**src/rtl/pdb_pkg.sv**
```systemverilog
package pdb_pkg;
    localparam int unsigned NUM_CODES = 4;
    localparam int unsigned CODE_W    = 2;

    typedef enum logic [CODE_W-1:0] {
        DUR_FAST  = 2'd0,
        DUR_SHORT = 2'd1,
        DUR_LONG  = 2'd2,
        DUR_SLOW  = 2'd3
    } dur_code_e;
endpackage

```
**src/rtl/pdb_sync.sv**
```systemverilog
module pdb_sync #(
    parameter int unsigned W = 32
) (
    input  logic         clk,
    input  logic [W-1:0] din,
    output logic [W-1:0] dout
);
    typedef struct packed {
        logic [W-1:0] s1;
        logic [W-1:0] s2;
    } sync_state_t;

    sync_state_t st_d, st_q;

    always_comb begin
        st_d    = st_q;
        st_d.s1 = din;
        st_d.s2 = st_q.s1;
    end

    always_ff @(posedge clk) begin
        st_q <= st_d;
    end

    assign dout = st_q.s2;
endmodule

```
**src/rtl/pdb_timebase.sv**
```systemverilog
module pdb_timebase #(
    parameter int unsigned DIV0 = 8,
    parameter int unsigned DIV1 = 16,
    parameter int unsigned DIV2 = 250,
    parameter int unsigned DIV3 = 8
) (
    input  logic                          clk,
    input  logic                          rst,
    input  logic                          run_i,
    output logic [pdb_pkg::NUM_CODES-1:0] tick_o
);
    localparam int unsigned W0 = $clog2(DIV0);
    localparam int unsigned W1 = $clog2(DIV1);
    localparam int unsigned W2 = $clog2(DIV2);
    localparam int unsigned W3 = $clog2(DIV3);
    localparam logic [W0-1:0] TOP0 = W0'(DIV0 - 1);
    localparam logic [W1-1:0] TOP1 = W1'(DIV1 - 1);
    localparam logic [W2-1:0] TOP2 = W2'(DIV2 - 1);
    localparam logic [W3-1:0] TOP3 = W3'(DIV3 - 1);

    typedef struct packed {
        logic [W0-1:0] c0;
        logic [W1-1:0] c1;
        logic [W2-1:0] c2;
        logic [W3-1:0] c3;
    } tb_state_t;

    tb_state_t st_d, st_q;
    logic t0, t1, t2, t3;

    always_comb begin
        st_d = st_q;
        t0   = run_i && (st_q.c0 == TOP0);
        t1   = t0 && (st_q.c1 == TOP1);
        t2   = t0 && (st_q.c2 == TOP2);
        t3   = t2 && (st_q.c3 == TOP3);
        if (rst || !run_i) begin
            st_d = '0;
        end else begin
            st_d.c0 = t0 ? '0 : st_q.c0 + W0'(1);
            if (t0) begin
                st_d.c1 = t1 ? '0 : st_q.c1 + W1'(1);
                st_d.c2 = t2 ? '0 : st_q.c2 + W2'(1);
            end
            if (t2) begin
                st_d.c3 = t3 ? '0 : st_q.c3 + W3'(1);
            end
        end
    end

    always_ff @(posedge clk) begin
        st_q <= st_d;
    end

    assign tick_o = {t3, t2, t1, t0};
endmodule

```
**src/rtl/pdb_port_filter.sv**
```systemverilog
module pdb_port_filter #(
    parameter int unsigned W      = 8,
    parameter int unsigned STABLE = 4
) (
    input  logic         clk,
    input  logic         rst,
    input  logic [W-1:0] sync_i,
    input  logic         active_i,
    input  logic         tick_i,
    output logic [W-1:0] filt_o
);
    localparam int unsigned CW = $clog2(STABLE);
    localparam logic [CW-1:0] LAST = CW'(STABLE - 1);

    typedef struct packed {
        logic [W-1:0][CW-1:0] cnt;
        logic [W-1:0]         prev;
        logic [W-1:0]         filt;
    } pf_state_t;

    pf_state_t st_d, st_q;

    always_comb begin
        st_d = st_q;
        for (int i = 0; i < W; i++) begin
            st_d.prev[i] = sync_i[i];
            if (rst || !active_i) begin
                st_d.filt[i] = sync_i[i];
                st_d.cnt[i]  = '0;
            end else if ((sync_i[i] != st_q.prev[i]) || (sync_i[i] == st_q.filt[i])) begin
                st_d.cnt[i] = '0;
            end else if (tick_i) begin
                if (st_q.cnt[i] == LAST) begin
                    st_d.filt[i] = sync_i[i];
                    st_d.cnt[i]  = '0;
                end else begin
                    st_d.cnt[i] = st_q.cnt[i] + CW'(1);
                end
            end
        end
    end

    always_ff @(posedge clk) begin
        st_q <= st_d;
    end

    assign filt_o = st_q.filt;
endmodule

```
**src/rtl/port_debouncer.sv**
```systemverilog
module port_debouncer #(
    parameter int unsigned NUM_PORTS = 4,
    parameter int unsigned PORT_W    = 8,
    parameter int unsigned STABLE    = 4,
    parameter int unsigned DIV0      = 8,
    parameter int unsigned DIV1      = 16,
    parameter int unsigned DIV2      = 250,
    parameter int unsigned DIV3      = 8
) (
    input  logic                                   clk,
    input  logic                                   rst,
    input  logic [NUM_PORTS*PORT_W-1:0]            raw_i,
    input  logic [NUM_PORTS-1:0]                   port_en_i,
    input  logic [pdb_pkg::CODE_W*NUM_PORTS-1:0]   dur_code_i,
    input  logic                                   timebase_run_i,
    output logic [NUM_PORTS*PORT_W-1:0]            filt_o
);
    localparam int unsigned TOTAL_W = NUM_PORTS * PORT_W;
    localparam int unsigned CODE_W  = pdb_pkg::CODE_W;

    logic [TOTAL_W-1:0]            sync_w;
    logic [pdb_pkg::NUM_CODES-1:0] tick_w;
    logic [NUM_PORTS-1:0]          port_tick_w;
    logic [NUM_PORTS-1:0]          active_w;

    pdb_sync #(.W(TOTAL_W)) sync_i (
        .clk  (clk),
        .din  (raw_i),
        .dout (sync_w)
    );

    pdb_timebase #(
        .DIV0 (DIV0),
        .DIV1 (DIV1),
        .DIV2 (DIV2),
        .DIV3 (DIV3)
    ) timebase_i (
        .clk    (clk),
        .rst    (rst),
        .run_i  (timebase_run_i),
        .tick_o (tick_w)
    );

    for (genvar p = 0; p < NUM_PORTS; p++) begin : g_port
        assign active_w[p]    = port_en_i[p] & timebase_run_i;
        assign port_tick_w[p] = tick_w[dur_code_i[CODE_W*p +: CODE_W]];

        pdb_port_filter #(
            .W      (PORT_W),
            .STABLE (STABLE)
        ) filter_i (
            .clk      (clk),
            .rst      (rst),
            .sync_i   (sync_w[PORT_W*p +: PORT_W]),
            .active_i (active_w[p]),
            .tick_i   (port_tick_w[p]),
            .filt_o   (filt_o[PORT_W*p +: PORT_W])
        );
    end
endmodule

```
**config.mk**
```make
export PLATFORM = sky130hd
export DESIGN_NAME = port_debouncer
export DESIGN_NICKNAME = d
export VERILOG_FILES = /design/src/rtl/pdb_pkg.sv /design/src/rtl/pdb_sync.sv /design/src/rtl/pdb_timebase.sv /design/src/rtl/pdb_port_filter.sv /design/src/rtl/port_debouncer.sv
export SDC_FILE = /design/constraint.sdc
export NUM_CORES = 1
export LEC_CHECK = 0
export BUFFER_PORTS_ARGS = -buffer_cell sky130_fd_sc_hd__buf_2
export CAP_MARGIN = 20
export CORE_MARGIN = 2
export CORE_UTILIZATION = 45
export CTS_CLUSTER_DIAMETER = 80
export DETAILED_ROUTE_END_ITERATION = 16
export PLACE_DENSITY = 0.78
export SLEW_MARGIN = 10
export SYNTH_ARGS = -nofsm -noshare
export SYNTH_HDL_FRONTEND = slang
export SYNTH_HIERARCHICAL = 1
export SYNTH_SLANG_ARGS = --single-unit
```
**constraint.sdc**
```tcl
create_clock -name clk -period 2.6 [get_ports clk]
set_clock_uncertainty 0.15 [all_clocks]
set_input_delay 0.52 -clock clk [delete_from_list [all_inputs] [get_ports clk]]
set_output_delay 0.52 -clock clk [all_outputs]
set_load 0.03 [all_outputs]
```
==> summary.log, run 1 <==
qor: sta.final_hold_viol_count 0
qor: finish.fill_cells 1508
qor: critical_path.critPathLaunchType flip-flop
qor: finish.layout.area.seq 0.00452 mm²
qor: critical_path.worstSetupPathType flip-flop to flip-flop
qor: detailed_routing.detail_route.wirelength 13700 µm
qor: logic_synthesis.share_of_async_settable_or_async_resettable_flops_after_synthesis 0
qor: finish.post_route_cells_drive_above_1_share 0.186
qor: logic_synthesis.edff_count_synth 32
qor: sta.tns 0 ns
qor: logic_synthesis.synth_cell_types 37
qor: critical_path.critical-path-top-cell-by-count sky130_fd_sc_hd__ha_1
qor: clock_network.tritoncts.num_buffers 23
qor: pwr.power_switching_share 0.216
qor: finish.layout-area-overhead-vs-synth 17.8%
qor: sta.max-slew-margin-rel 0.598
qor: logic_synthesis.dominant_register_cell_in_the_synthesized_netlist sky130_fd_sc_hd__dfxtp_1
qor: die.core_region_area 0.0174 mm²
qor: clock_network.cts.path.max_buffers 3
qor: sta.setup-violations-final 0
qor: logic_synthesis.yosysMostFrequentCell sky130_fd_sc_hd__dfxtp_1
qor: detailed_routing.antenna_violating_nets_post_route 0
qor: logic_synthesis.synthTopCellsByArea sky130_fd_sc_hd__dfxtp_1, sky130_fd_sc_hd__edfxtp_1, sky130_fd_sc_hd__ha_1
qor: critical_path.worst_path_max_delay_cell sky130_fd_sc_hd__mux4_2
qor: pwr.cellPowerDensity 717 mW/mm²
qor: logic_synthesis.synth_sequential_area_ratio 0.562
qor: clock_network.clock_latency 0.50 ns
qor: finish.multiInputGateArea 0.00316 mm²
qor: critical_path.path_cells ha_1 -> ha_1 -> nand3_2 -> nor3_2 -> and2_2 -> mux4_2 -> buf_8 -> nor3b_2 -> a21oi_1 -> nor2_1
qor: logic_synthesis.ys_top_cells_by_count sky130_fd_sc_hd__dfxtp_1, sky130_fd_sc_hd__nor2_1, sky130_fd_sc_hd__nor3b_1
qor: finish.stdcell_area 0.00948 mm²
qor: die.die_x 138 µm
qor: logic_synthesis.synth-seq-cells 210
qor: critical_path.worst-endpoint-required 2.82 ns
qor: critical_path.cp.arrival 2.68 ns
qor: job.max_cap_viol_count 0
qor: detailed_routing.drt-vias-per-instance 5.08
qor: finish.design.final.nets 883
qor: logic_synthesis.netlist.area_leader.share 0.443
qor: clock_network.cts_root_buf sky130_fd_sc_hd__clkbuf_16
qor: die.start_util 0.462
qor: logic_synthesis.syn_area_per_cell 11.4 µm²
qor: placement.placement.cell_area 0.00840 mm²
qor: logic_synthesis.syn_nets 790
qor: global_routing.global_route_total_usage_across_every_layer 0.145
qor: pwr.power_switching 1470 µW
qor: status.status finished clean
qor: detailed_routing.initialDrtViolationCount 172
qor: sta.timing_worst_slew_pin_value 0.597 ns
qor: sta.achievable-frequency 407 MHz
qor: sta.rsz0062_at_grt no
qor: die.die_area 0.0190 mm²
qor: clock_network.tritoncts yes
qor: clock_network.clk_transition_reported_paths 0.06 ns
qor: die.floorplan.die.height 138 µm
qor: die.design.portCount 79
qor: clock_network.htreeDepth 1
qor: detailed_routing.route.vias.total 5269
qor: logic_synthesis.post_synth_instance_area 0.00805 mm²
qor: logic_synthesis.yosysTopAreaCell sky130_fd_sc_hd__dfxtp_1
qor: critical_path.crit_fanout 25
qor: pwr.intPower 5330 µW
qor: critical_path.max_stage_delay 0.50 ns
qor: die.core.rowCount 48
qor: sta.fin_crit_sh 0.946
qor: critical_path.crit_family simple AND/OR/NAND/NOR gates
qor: global_routing.grt-ovfl-total 0
qor: global_routing.number_of_antenna_violations_at_the_first_check_in_global_routing 1
qor: pwr.clock_power_share 0.441
qor: worst_hold_path.worst_hold_path_type flip-flop to flip-flop
qor: clock_network.clock_sink_count 210
qor: global_routing.via_count_of_the_first_global_routing_pass 5061
qor: pwr.peakVddDrop 0.000584 V
qor: sta.slew_violations 0
qor: pwr.p_seq_frac 0.514
qor: detailed_routing.drc 0
qor: detailed_routing.first_pass_iters 7
qor: global_routing.wire_length_of_the_first_global_routing_pass 22500 µm
qor: detailed_routing.wl_per_cell 13.2 µm
qor: placement.gp_routability_congestion 0.774
qor: sta.min_period 2.46 ns
qor: pwr.total_leakage_power 0.00374 µW
qor: pwr.comb_power_share 0.045
qor: critical_path.worst-path-buf-inv 1
qor: critical_path.crit_path_end_kind flip-flop
qor: placement.port_buffers 78
qor: logic_synthesis.netlist_instances 704
qor: logic_synthesis.synthesis.yosys.warnings 6
qor: placement.place_hpwl 9000 µm
qor: global_routing.grt_start_max_net_pins 26
[power groups by stage]
| stage | Combinational [µW] | Clock, µW | Sequential [µW] |
|---|---|---|---|
| after CTS | 307 | 3100 | 3490 |
| after floorplan | 231 | 0 | 3540 |
| after detailed placement | 269 | 0 | 3560 |
| after global placement | 266 | 0 | 3560 |
| after global routing | 331 | 3220 | 3510 |
| final | 306 | 3000 | 3490 |
[registers in the layout, summed over array words and instances (netlist names)]
name / cells
sync_i/dout: 32
g_port.filter_i/st_q: 96
g_port.filter_i/filt_o: 32
sync_i/st_d: 32
timebase_i/st_q: 18
[cell type report]
cell class,instances,area share
antenna,1,0.000264
clock buffer,33,0.0699
clock inverter,7,0.00435
inverter,7,0.00277
multi-input combinational,437,0.333
sequential,210,0.477
tap,225,0.0297
timing repair buffer,118,0.0832
[layer usage]
metal	GRT usage	vias to the layer above	wire length (µm)
met5	0	-	13
met4	0.0420	2	361
met3	0.0335	29	648
met2	0.246	92	6120
met1	0.184	2466	6570
li1	-	2680	-
[path summary, 6_finish.rpt]
path                                          start                          end  slack [ns]  depth (start not counted)
worst max register to register  timebase_i/st_q[15]  g_port[1].filter_i/st_q[20]        0.14                         10
worst min register to register       sync_i/st_d[4]               sync_i/dout[4]        0.17                          0
worst min-delay path                 sync_i/st_d[4]               sync_i/dout[4]        0.17                          0
worst max-delay path            timebase_i/st_q[15]  g_port[1].filter_i/st_q[20]        0.14                         10
[layout by cell type, fill, tap and decap left out, types with 6 or more instances in the layout]
cell type,count
sky130_fd_sc_hd__dfxtp_1,178
sky130_fd_sc_hd__clkbuf_16,23
sky130_fd_sc_hd__mux2i_1,36
sky130_fd_sc_hd__o21ai_0,36
sky130_fd_sc_hd__ha_1,39
sky130_fd_sc_hd__nor2_1,68
sky130_fd_sc_hd__o211ai_1,32
sky130_fd_sc_hd__nand2_1,41
sky130_fd_sc_hd__nor3b_2,13
sky130_fd_sc_hd__buf_2,78
sky130_fd_sc_hd__or3_1,6
sky130_fd_sc_hd__edfxtp_1,32
sky130_fd_sc_hd__and3b_1,32
sky130_fd_sc_hd__nor3b_1,53
sky130_fd_sc_hd__a21oi_1,39
sky130_fd_sc_hd__dlygate4sd3_1,32
[repair_timing]
action | in CTS | in global routing
gates resized for setup | 0 | 11
hold buffers | 32 | 0
buffers inserted | 0 | 0
endpoints found under the hold margin | 32 | 0
setup endpoints to repair | 0 | 72
[cell families (layout without fill, tap and decap cells)]
| logic type | after synthesis | in the layout | synth area share |
|---|---|---|---|
| simple gates | 241 | 241 | 0.184 |
| mux | 40 | 41 | 0.0559 |
| fa+ha+maj | 39 | 39 | 0.0606 |
| buf+inv | 58 | 165 | 0.0514 |
| compound gates | 114 | 114 | 0.0837 |
| other cells | 0 | 1 | 0 |
| flops | 210 | 210 | 0.562 |
| xor+xnor | 2 | 2 | 0.00218 |
[per-stage QoR]
step                       util  setup WS, ns  cells  total power [µW]  hold slack [ns]
after floorplan               -        0.0947    704              3770            0.160
after global placement    0.482        0.0548    964              3820            0.160
after detailed placement  0.482       0.00453    964              3830            0.162
after CTS                 0.541       0.00554   1036              6900            0.173
after global routing      0.544       0.00820   1037              7060            0.178
final                     0.545         0.141   1038              6800            0.169
No activity file was read; power rests on OpenSTA's default activity.
==> run 2: changes to the inputs <==
--- a/config.mk
+++ b/config.mk
@@ -13,2 +13,3 @@
 export DETAILED_ROUTE_END_ITERATION = 16
+export HOLD_SLACK_MARGIN = 0.08
 export PLACE_DENSITY = 0.78
==> constraint.sdc (replaced) <==
create_clock -name clk -period 2.6 [get_ports clk]
set_clock_uncertainty 0.15 [all_clocks]
set_input_delay 0.13 -clock clk [delete_from_list [all_inputs] [get_ports clk]]
set_output_delay 0.13 -clock clk [all_outputs]
set_load 0.03 [all_outputs]
==> run 2 against run 1 <==
Register-to-register slack about the same; die area did not move; critical endpoint is now g_port[3].filter_i/filt_o[5]; sequential power about the same; flip-flop and latch count stayed put; highest routed layer is now met4; combinational power increased by 2%; first-iteration DRC count is 0.58% higher; utilization up 0.70 points.
==> summary.log, run 2 (synthesis results as in run 1) <==
qor: clock_network.cts.path.max_buffers 3 [unchanged]
qor: pwr.clock_power_share 0.453 [+0.012]
qor: finish.post_route_cells_drive_above_1_share 0.190 [+0.00382]
qor: sta.setup-violations-final 0 [unchanged]
qor: sta.achievable-frequency 405 MHz [-0.36%]
qor: sta.max-slew-margin-rel 0.579 [-0.0196]
qor: critical_path.worst_r2r_path_depth 9 [-1]
qor: finish.layout.area.seq 0.00452 mm² [unchanged]
qor: detailed_routing.route.vias.total 5307 [+0.72%]
qor: clock_network.tritoncts yes
qor: critical_path.worst-path-buf-inv 1 [unchanged]
qor: die.die_x 138 µm [unchanged]
qor: clock_network.htreeDepth 1 [unchanged]
qor: sta.fin_crit_sh 0.949 [+0.00337]
qor: clock_network.tritoncts.num_buffers 22 [-4.3%]
qor: critical_path.crit_path_end_kind flip-flop
qor: placement.preCtsSetupSlack 0.00602 ns [+0.00149 ns]
qor: die.floorplan.die.height 138 µm [unchanged]
qor: clock_network.clk_transition_reported_paths 0.06 ns [about the same]
qor: pwr.overall_power_of_the_completed_layout 6950 µW [+2.3%]
qor: finish.num_antenna_cells 0 [-1]
qor: die.core_region_area 0.0174 mm² [unchanged]
qor: sta.timing.final.ws_setup 0.132 ns [-0.00877 ns]
qor: finish.post-route-util 0.552 [+0.00697]
qor: clock_network.clock_sink_count 210 [unchanged]
qor: critical_path.critical-path-top-cell-by-count sky130_fd_sc_hd__ha_1
qor: global_routing.grt-ovfl-total 0 [unchanged]
qor: finish.fill_cells 1483 [-1.7%]
qor: clock_network.cts_root_buf sky130_fd_sc_hd__clkbuf_16
qor: placement.place_hpwl 8750 µm [-2.8%]
qor: pwr.power_switching_share 0.214 [-0.00278]
qor: critical_path.worstSetupPathType flip-flop to flip-flop
qor: critical_path.crit_family multiplexers
qor: critical_path.worst-endpoint-required 2.70 ns [-0.12 ns]
qor: detailed_routing.wl_per_cell 13.2 µm [-0.48%]
qor: die.start_util 0.462 [unchanged]
qor: finish.layout_commonest_cell sky130_fd_sc_hd__dfxtp_1
qor: pwr.peakVddDrop 0.000683 V [+17%]
qor: pwr.cellPowerDensity 724 mW/mm² [+0.98%]
qor: job.max_cap_viol_count 0 [unchanged]
qor: pwr.p_seq_frac 0.502 [-0.012]
qor: status.status finished clean
qor: critical_path.worst_path_max_delay_cell sky130_fd_sc_hd__mux4_2
qor: placement.port_buffers 78 [unchanged]
qor: critical_path.ff2ff_setup_slack 0.13 ns [about the same]
qor: detailed_routing.first_pass_iters 4 [-3]
qor: critical_path.worstSetupPathDepth 9 [-1]
qor: finish.top_register g_port.filter_i/st_q
qor: detailed_routing.initialDrtViolationCount 173 [+0.58%]
qor: finish.number_of_flip_flops_in_the_largest_register 96 [unchanged]
qor: pwr.intPower 5470 µW [+2.6%]
qor: critical_path.timing.critical_path.to g_port[3].filter_i/filt_o[5]
qor: sta.slew_violations 0 [unchanged]
qor: finish.most-common-layout-cells sky130_fd_sc_hd__dfxtp_1, sky130_fd_sc_hd__buf_2, sky130_fd_sc_hd__nor2_1
qor: sta.timing_worst_slew_pin_value 0.626 ns [+0.0292 ns]
qor: finish.layout-area-overhead-vs-synth 19.3%
qor: placement.gp_routability_congestion 0.754 [-2.5%]
qor: pwr.power_switching 1480 µW [+0.96%]
qor: global_routing.wire_length_of_the_first_global_routing_pass 22500 µm [-0.37%]
qor: die.core.rowCount 48 [unchanged]
qor: die.design.portCount 79 [unchanged]
qor: detailed_routing.drt-vias-per-instance 5.07 [-0.14%]
qor: sta.final_hold_viol_count 0 [unchanged]
qor: global_routing.grt_start_max_net_pins 26 [unchanged]
qor: global_routing.via_count_of_the_first_global_routing_pass 4983 [-1.5%]
qor: detailed_routing.drc 0 [unchanged]
qor: global_routing.number_of_antenna_violations_at_the_first_check_in_global_routing 0 [-1]
qor: critical_path.critical_path.startpoint timebase_i/st_q[15]
qor: critical_path.path_cells ha_1 -> ha_1 -> nand3_2 -> nor3_2 -> and2_1 -> mux4_2 -> buf_12 -> o211ai_1 -> nand2_1
qor: worst_hold_path.hold-path-cell-count 3 [+3]
qor: finish.design.final.nets 892 [+1.0%]
qor: critical_path.r2r-start timebase_i/st_q[15]
qor: sta.min_period 2.47 ns [+0.00877 ns]
qor: finish.multiInputGateArea 0.00314 mm² [-0.36%]
qor: pwr.comb_power_share 0.045 [about the same]
qor: critical_path.cp.arrival 2.57 ns [-0.11 ns]
qor: die.die_area 0.0190 mm² [unchanged]
qor: detailed_routing.detail_route.wirelength 13800 µm [+0.39%]
qor: critical_path.critPathLaunchType flip-flop
qor: detailed_routing.antenna_violating_nets_post_route 0 [unchanged]
qor: clock_network.clock_latency 0.50 ns [about the same]
qor: critical_path.max_stage_delay 0.53 ns [+0.03 ns]
qor: pwr.total_leakage_power 0.00380 µW [+1.8%]
qor: global_routing.global_route_total_usage_across_every_layer 0.146 [+0.00190]
qor: critical_path.timing.rr.end g_port[3].filter_i/filt_o[5]
qor: critical_path.crit_fanout 25 [unchanged]
qor: worst_hold_path.worst_hold_path_type input pin to flip-flop
==> run 2: metal layers <==
metal | share of wire | GRT usage | up-vias
met4 | 0.021 | 0.0482 | 0
met5 | 0 | 0 | -
met1 | 0.46 | 0.183 | 2481
li1 | - | - | 2710
met3 | 0.051 | 0.0320 | 25
met2 | 0.46 | 0.251 | 91
==> run 2: stage by stage <==
step                      hold WS [ns]  setup TNS [ns]  instance area [µm²]  cells
after CTS                       0.0835               0                 9550   1041
final                           0.0819               0                 9610   1047
after global routing            0.0993       -0.000141                 9610   1047
after global placement          0.0818               0                 8440    965
after floorplan                0.00772               0                 8050    704
after detailed placement        0.0836               0                 8440    965
==> run 2: worst min-delay path by stage <==
| stage | from | end | slack (ns) |
|---|---|---|---|
| 5_1_grt | raw_i[22] | sync_i/st_d[22] | 0.1 |
| 3_5_place_dp | raw_i[19] | sync_i/st_d[19] | 0.08 |
| 2_1_floorplan | raw_i[0] | sync_i/st_d[0] | 0.008 |
| 4_1_cts | rst | g_port[2].filter_i/filt_o[5] | 0.08 |
| 6_report | rst | g_port[2].filter_i/filt_o[5] | 0.08 |
| 3_3_place_gp | raw_i[28] | sync_i/st_d[28] | 0.08 |
==> run 2: power by group through the flow <==
stage / Combinational, µW / Sequential [µW] / Clock (µW)
CTS: 314 / 3490 / 3250
global placement: 266 / 3560 / 0
floorplan: 231 / 3540 / 0
global route: 338 / 3510 / 3380
finish: 313 / 3490 / 3150
detailed placement: 270 / 3560 / 0
==> run 2: repair_timing <==
item,in CTS,in global routing
hold buffers,35,0
gates cloned,1,0
endpoints found under the setup margin,2,43
hold endpoints to repair,44,0
resized for setup,1,2
buffers inserted,0,6
==> run 2: cell type report <==
type,instances,share of cell area
Clock inverter,10,0.0111
Sequential cell,210,0.471
Inverter,7,0.00274
Tap cell,225,0.0293
Clock buffer,30,0.0658
Timing Repair Buffer,128,0.0927
Multi-Input combinational cell,437,0.327
==> run 2: worst register-to-register path, cell delays in order, from the launching register on <==
cell	delay, ns
sky130_fd_sc_hd__dfxtp_1	0.31
sky130_fd_sc_hd__ha_1	0.19
sky130_fd_sc_hd__ha_1	0.23
sky130_fd_sc_hd__nand3_2	0.13
sky130_fd_sc_hd__nor3_2	0.06
sky130_fd_sc_hd__and2_1	0.22
sky130_fd_sc_hd__mux4_2	0.53
sky130_fd_sc_hd__buf_12	0.19
sky130_fd_sc_hd__o211ai_1	0.12
sky130_fd_sc_hd__nand2_1	0.09
==> run 3: changes to the inputs <==
CELL_PAD_IN_SITES_DETAIL_PLACEMENT = 0   (was unset)
CELL_PAD_IN_SITES_GLOBAL_PLACEMENT = 1   (was unset)
CORE_UTILIZATION = 42   (was 45)
PLACE_DENSITY = 0.87   (was 0.78)
==> run 3 against run 2 <==
Clock power hardly changed; count of clock-buffer cells in the layout rose by 5; first-iteration DRC count decreased by 1.2%; cell count grew 1.1%; setup slack gained 0.048 ns; combinational power about the same; utilization shrank 3.8 points; critical endpoint is now g_port[0].filter_i/filt_o[0]; highest routed layer unchanged.
==> summary.log, run 3 (synthesis results as in run 1) <==
qor: clock_network.cts_root_buf sky130_fd_sc_hd__clkbuf_16
qor: critical_path.path_cells ha_1 -> ha_1 -> nand3_1 -> nor3_2 -> and2_1 -> mux4_2 -> buf_12 -> o211ai_1 -> nand2_1
qor: global_routing.wire_length_of_the_first_global_routing_pass 22500 µm [about the same]
qor: sta.timing.hold.ws 0.109 ns [+0.0274 ns]
qor: job.max_cap_viol_count 0 [unchanged]
qor: global_routing.global_route_total_usage_across_every_layer 0.133 [-0.0138]
qor: finish.most-common-layout-cells sky130_fd_sc_hd__dfxtp_1, sky130_fd_sc_hd__buf_2, sky130_fd_sc_hd__nor2_1
qor: sta.timing_worst_slew_pin_value 0.688 ns [+0.0613 ns]
qor: status.status finished clean
qor: finish.num_antenna_cells 0 [unchanged]
qor: die.core_region_area 0.0188 mm² [+7.8%]
qor: critical_path.critical-path-top-cell-by-count sky130_fd_sc_hd__ha_1
qor: worst_hold_path.worstHoldEndpoint sync_i/st_d[21]
qor: die.core.rowCount 50 [+4.2%]
qor: global_routing.number_of_antenna_violations_at_the_first_check_in_global_routing 0 [unchanged]
qor: global_routing.via_count_of_the_first_global_routing_pass 5018 [+0.70%]
qor: critical_path.crit_fanout 25 [unchanged]
qor: clock_network.htreeDepth 1 [unchanged]
qor: pwr.intPower 5470 µW [+0.10%]
qor: global_routing.grt_start_max_net_pins 26 [unchanged]
qor: die.die_x 142 µm [+3.4%]
qor: die.floorplan.die.height 142 µm [+3.4%]
qor: detailed_routing.initialDrtViolationCount 171 [-1.2%]
qor: placement.port_buffers 78 [unchanged]
qor: clock_network.clk_transition_reported_paths 0.06 ns [about the same]
qor: sta.achievable-frequency 413 MHz [+2.0%]
qor: critical_path.max_stage_delay 0.52 ns [about the same]
qor: critical_path.worstSetupPathType flip-flop to flip-flop
qor: detailed_routing.route.vias.total 5309 [+0.038%]
qor: detailed_routing.drc 0 [unchanged]
qor: placement.place_hpwl 8940 µm [+2.2%]
qor: clock_network.cts.path.max_buffers 3 [unchanged]
qor: pwr.overall_power_of_the_completed_layout 6950 µW [about the same]
qor: finish.stdcell_area 0.00964 mm² [+0.39%]
qor: critical_path.worst_r2r_path_depth 9 [unchanged]
qor: critical_path.worst-endpoint-required 2.70 ns [about the same]
qor: detailed_routing.wl_per_cell 13.3 µm [+0.76%]
qor: sta.tns 0 ns [unchanged]
qor: critical_path.worst_path_max_delay_cell sky130_fd_sc_hd__mux4_2
qor: critical_path.crit_path_end_kind flip-flop
qor: detailed_routing.drt-vias-per-instance 5.02 [-1.0%]
qor: sta.slew_violations 0 [unchanged]
qor: detailed_routing.first_pass_iters 4 [unchanged]
qor: critical_path.r2r-start timebase_i/st_q[15]
qor: pwr.power_switching_share 0.212 [-0.00147]
qor: worst_hold_path.min-delay-start raw_i[21]
qor: die.die_area 0.0203 mm² [+6.9%]
qor: detailed_routing.detail_route.wirelength 14000 µm [+1.8%]
qor: sta.rsz0062_at_grt no
qor: finish.design.final.nets 896 [+0.45%]
qor: pwr.cellPowerDensity 720 mW/mm² [-0.47%]
qor: critical_path.crit_family multiplexers
qor: finish.stdcell_count 1058 [+1.1%]
qor: clock_network.clock_sink_count 210 [unchanged]
qor: critical_path.worst-path-buf-inv 1 [unchanged]
qor: critical_path.critPathLaunchType flip-flop
qor: pwr.p_seq_frac 0.503 [about the same]
qor: pwr.peakVddDrop 0.000408 V [-40%]
qor: sta.max-slew-margin-rel 0.538 [-0.0412]
qor: global_routing.grt-ovfl-total 0 [unchanged]
qor: critical_path.cp.arrival 2.51 ns [-0.06 ns]
qor: finish.layout_commonest_cell sky130_fd_sc_hd__dfxtp_1
qor: die.start_util 0.429 [-0.0333]
qor: sta.fin_crit_sh 0.931 [-0.0186]
qor: finish.fill_cells 1671 [+13%]
qor: clock_network.tritoncts.num_buffers 24 [+9.1%]
qor: critical_path.timing.rr.end g_port[0].filter_i/filt_o[0]
qor: pwr.comb_power_share 0.045 [about the same]
qor: placement.placement.cell_area 0.00845 mm² [+0.13%]
qor: finish.number_of_flip_flops_in_the_largest_register 96 [unchanged]
qor: placement.gp_routability_congestion 0.761 [+0.89%]
qor: finish.layout-area-overhead-vs-synth 19.7%
qor: critical_path.ff2ff_setup_slack 0.18 ns [+0.05 ns]
qor: finish.top_register g_port.filter_i/st_q
qor: sta.final_hold_viol_count 0 [unchanged]
qor: pwr.clock_power_share 0.452 [about the same]
qor: die.design.portCount 79 [unchanged]
qor: detailed_routing.antenna_violating_nets_post_route 0 [unchanged]
qor: placement.post-place-cells 974 [+0.93%]
qor: clock_network.tritoncts yes
qor: sta.min_period 2.42 ns [-0.0485 ns]
qor: pwr.total_leakage_power 0.00381 µW [+0.11%]
qor: sta.setup-violations-final 0 [unchanged]
qor: finish.post_route_cells_drive_above_1_share 0.184 [-0.00532]
qor: clock_network.clock_latency 0.50 ns [about the same]
qor: pwr.power_switching 1470 µW [-0.77%]
qor: worst_hold_path.hold-path-cell-count 2 [-1]
qor: worst_hold_path.worst_hold_path_type input pin to flip-flop
==> run 3: stage by stage <==
| step | worst slack (ns) | utilization |
|---|---|---|
| 2_1_floorplan | 0.0947 | - |
| 3_3_place_gp | 0.112 | 0.450 |
| 3_5_place_dp | 0.0535 | 0.450 |
| 4_1_cts | 0.0408 | 0.509 |
| 5_1_grt | 0.0173 | 0.514 |
| 6_report | 0.181 | 0.514 |
==> run 3: power groups by stage <==
stage	logic, µW	registers, µW	clock network, µW
global placement	268	3560	0
detailed placement	270	3560	0
global route	339	3500	3380
finish	314	3490	3140
CTS	315	3490	3240
floorplan	231	3540	0
==> run 3: repair_timing <==
item,CTS,global route
setup endpoints to repair,0,23
hold endpoints to repair,62,0
setup buffers,0,6
hold buffers,37,0
resized for setup,0,2
==> run 3: layer usage <==
| layer | global-route usage | share of wire | up-vias |
|---|---|---|---|
| met5 | 0 | 0 | - |
| met4 | 0.0448 | 0.024 | 0 |
| met3 | 0.0262 | 0.039 | 26 |
| met2 | 0.225 | 0.46 | 83 |
| met1 | 0.170 | 0.47 | 2494 |
| li1 | - | - | 2706 |
==> run 3: worst max path at each step <==
stage / start / endpoint / slack, ns / cells after the start
finish: timebase_i/st_q[15] / g_port[0].filter_i/filt_o[0] / 0.18 / 9
global route: timebase_i/st_q[15] / g_port[1].filter_i/filt_o[6] / 0.02 / 9
CTS: timebase_i/st_q[15] / g_port[3].filter_i/filt_o[5] / 0.04 / 8
detailed placement: timebase_i/st_q[15] / g_port[3].filter_i/filt_o[5] / 0.05 / 8
global placement: timebase_i/st_q[15] / g_port[3].filter_i/st_q[22] / 0.11 / 9
floorplan: timebase_i/st_q[15] / g_port[0].filter_i/filt_o[0] / 0.09 / 10
==> run 3: final cells by class <==
cell class,instances,area (µm²),share of cell area
inverters,7,26.3,0.00272
multi-input cells,437,3140,0.326
flip-flops and latches,210,4520,0.469
well taps,234,293,0.0304
clock buffers,35,683,0.0708
repair buffers,130,923,0.0958
clock inverters,5,53.8,0.00558
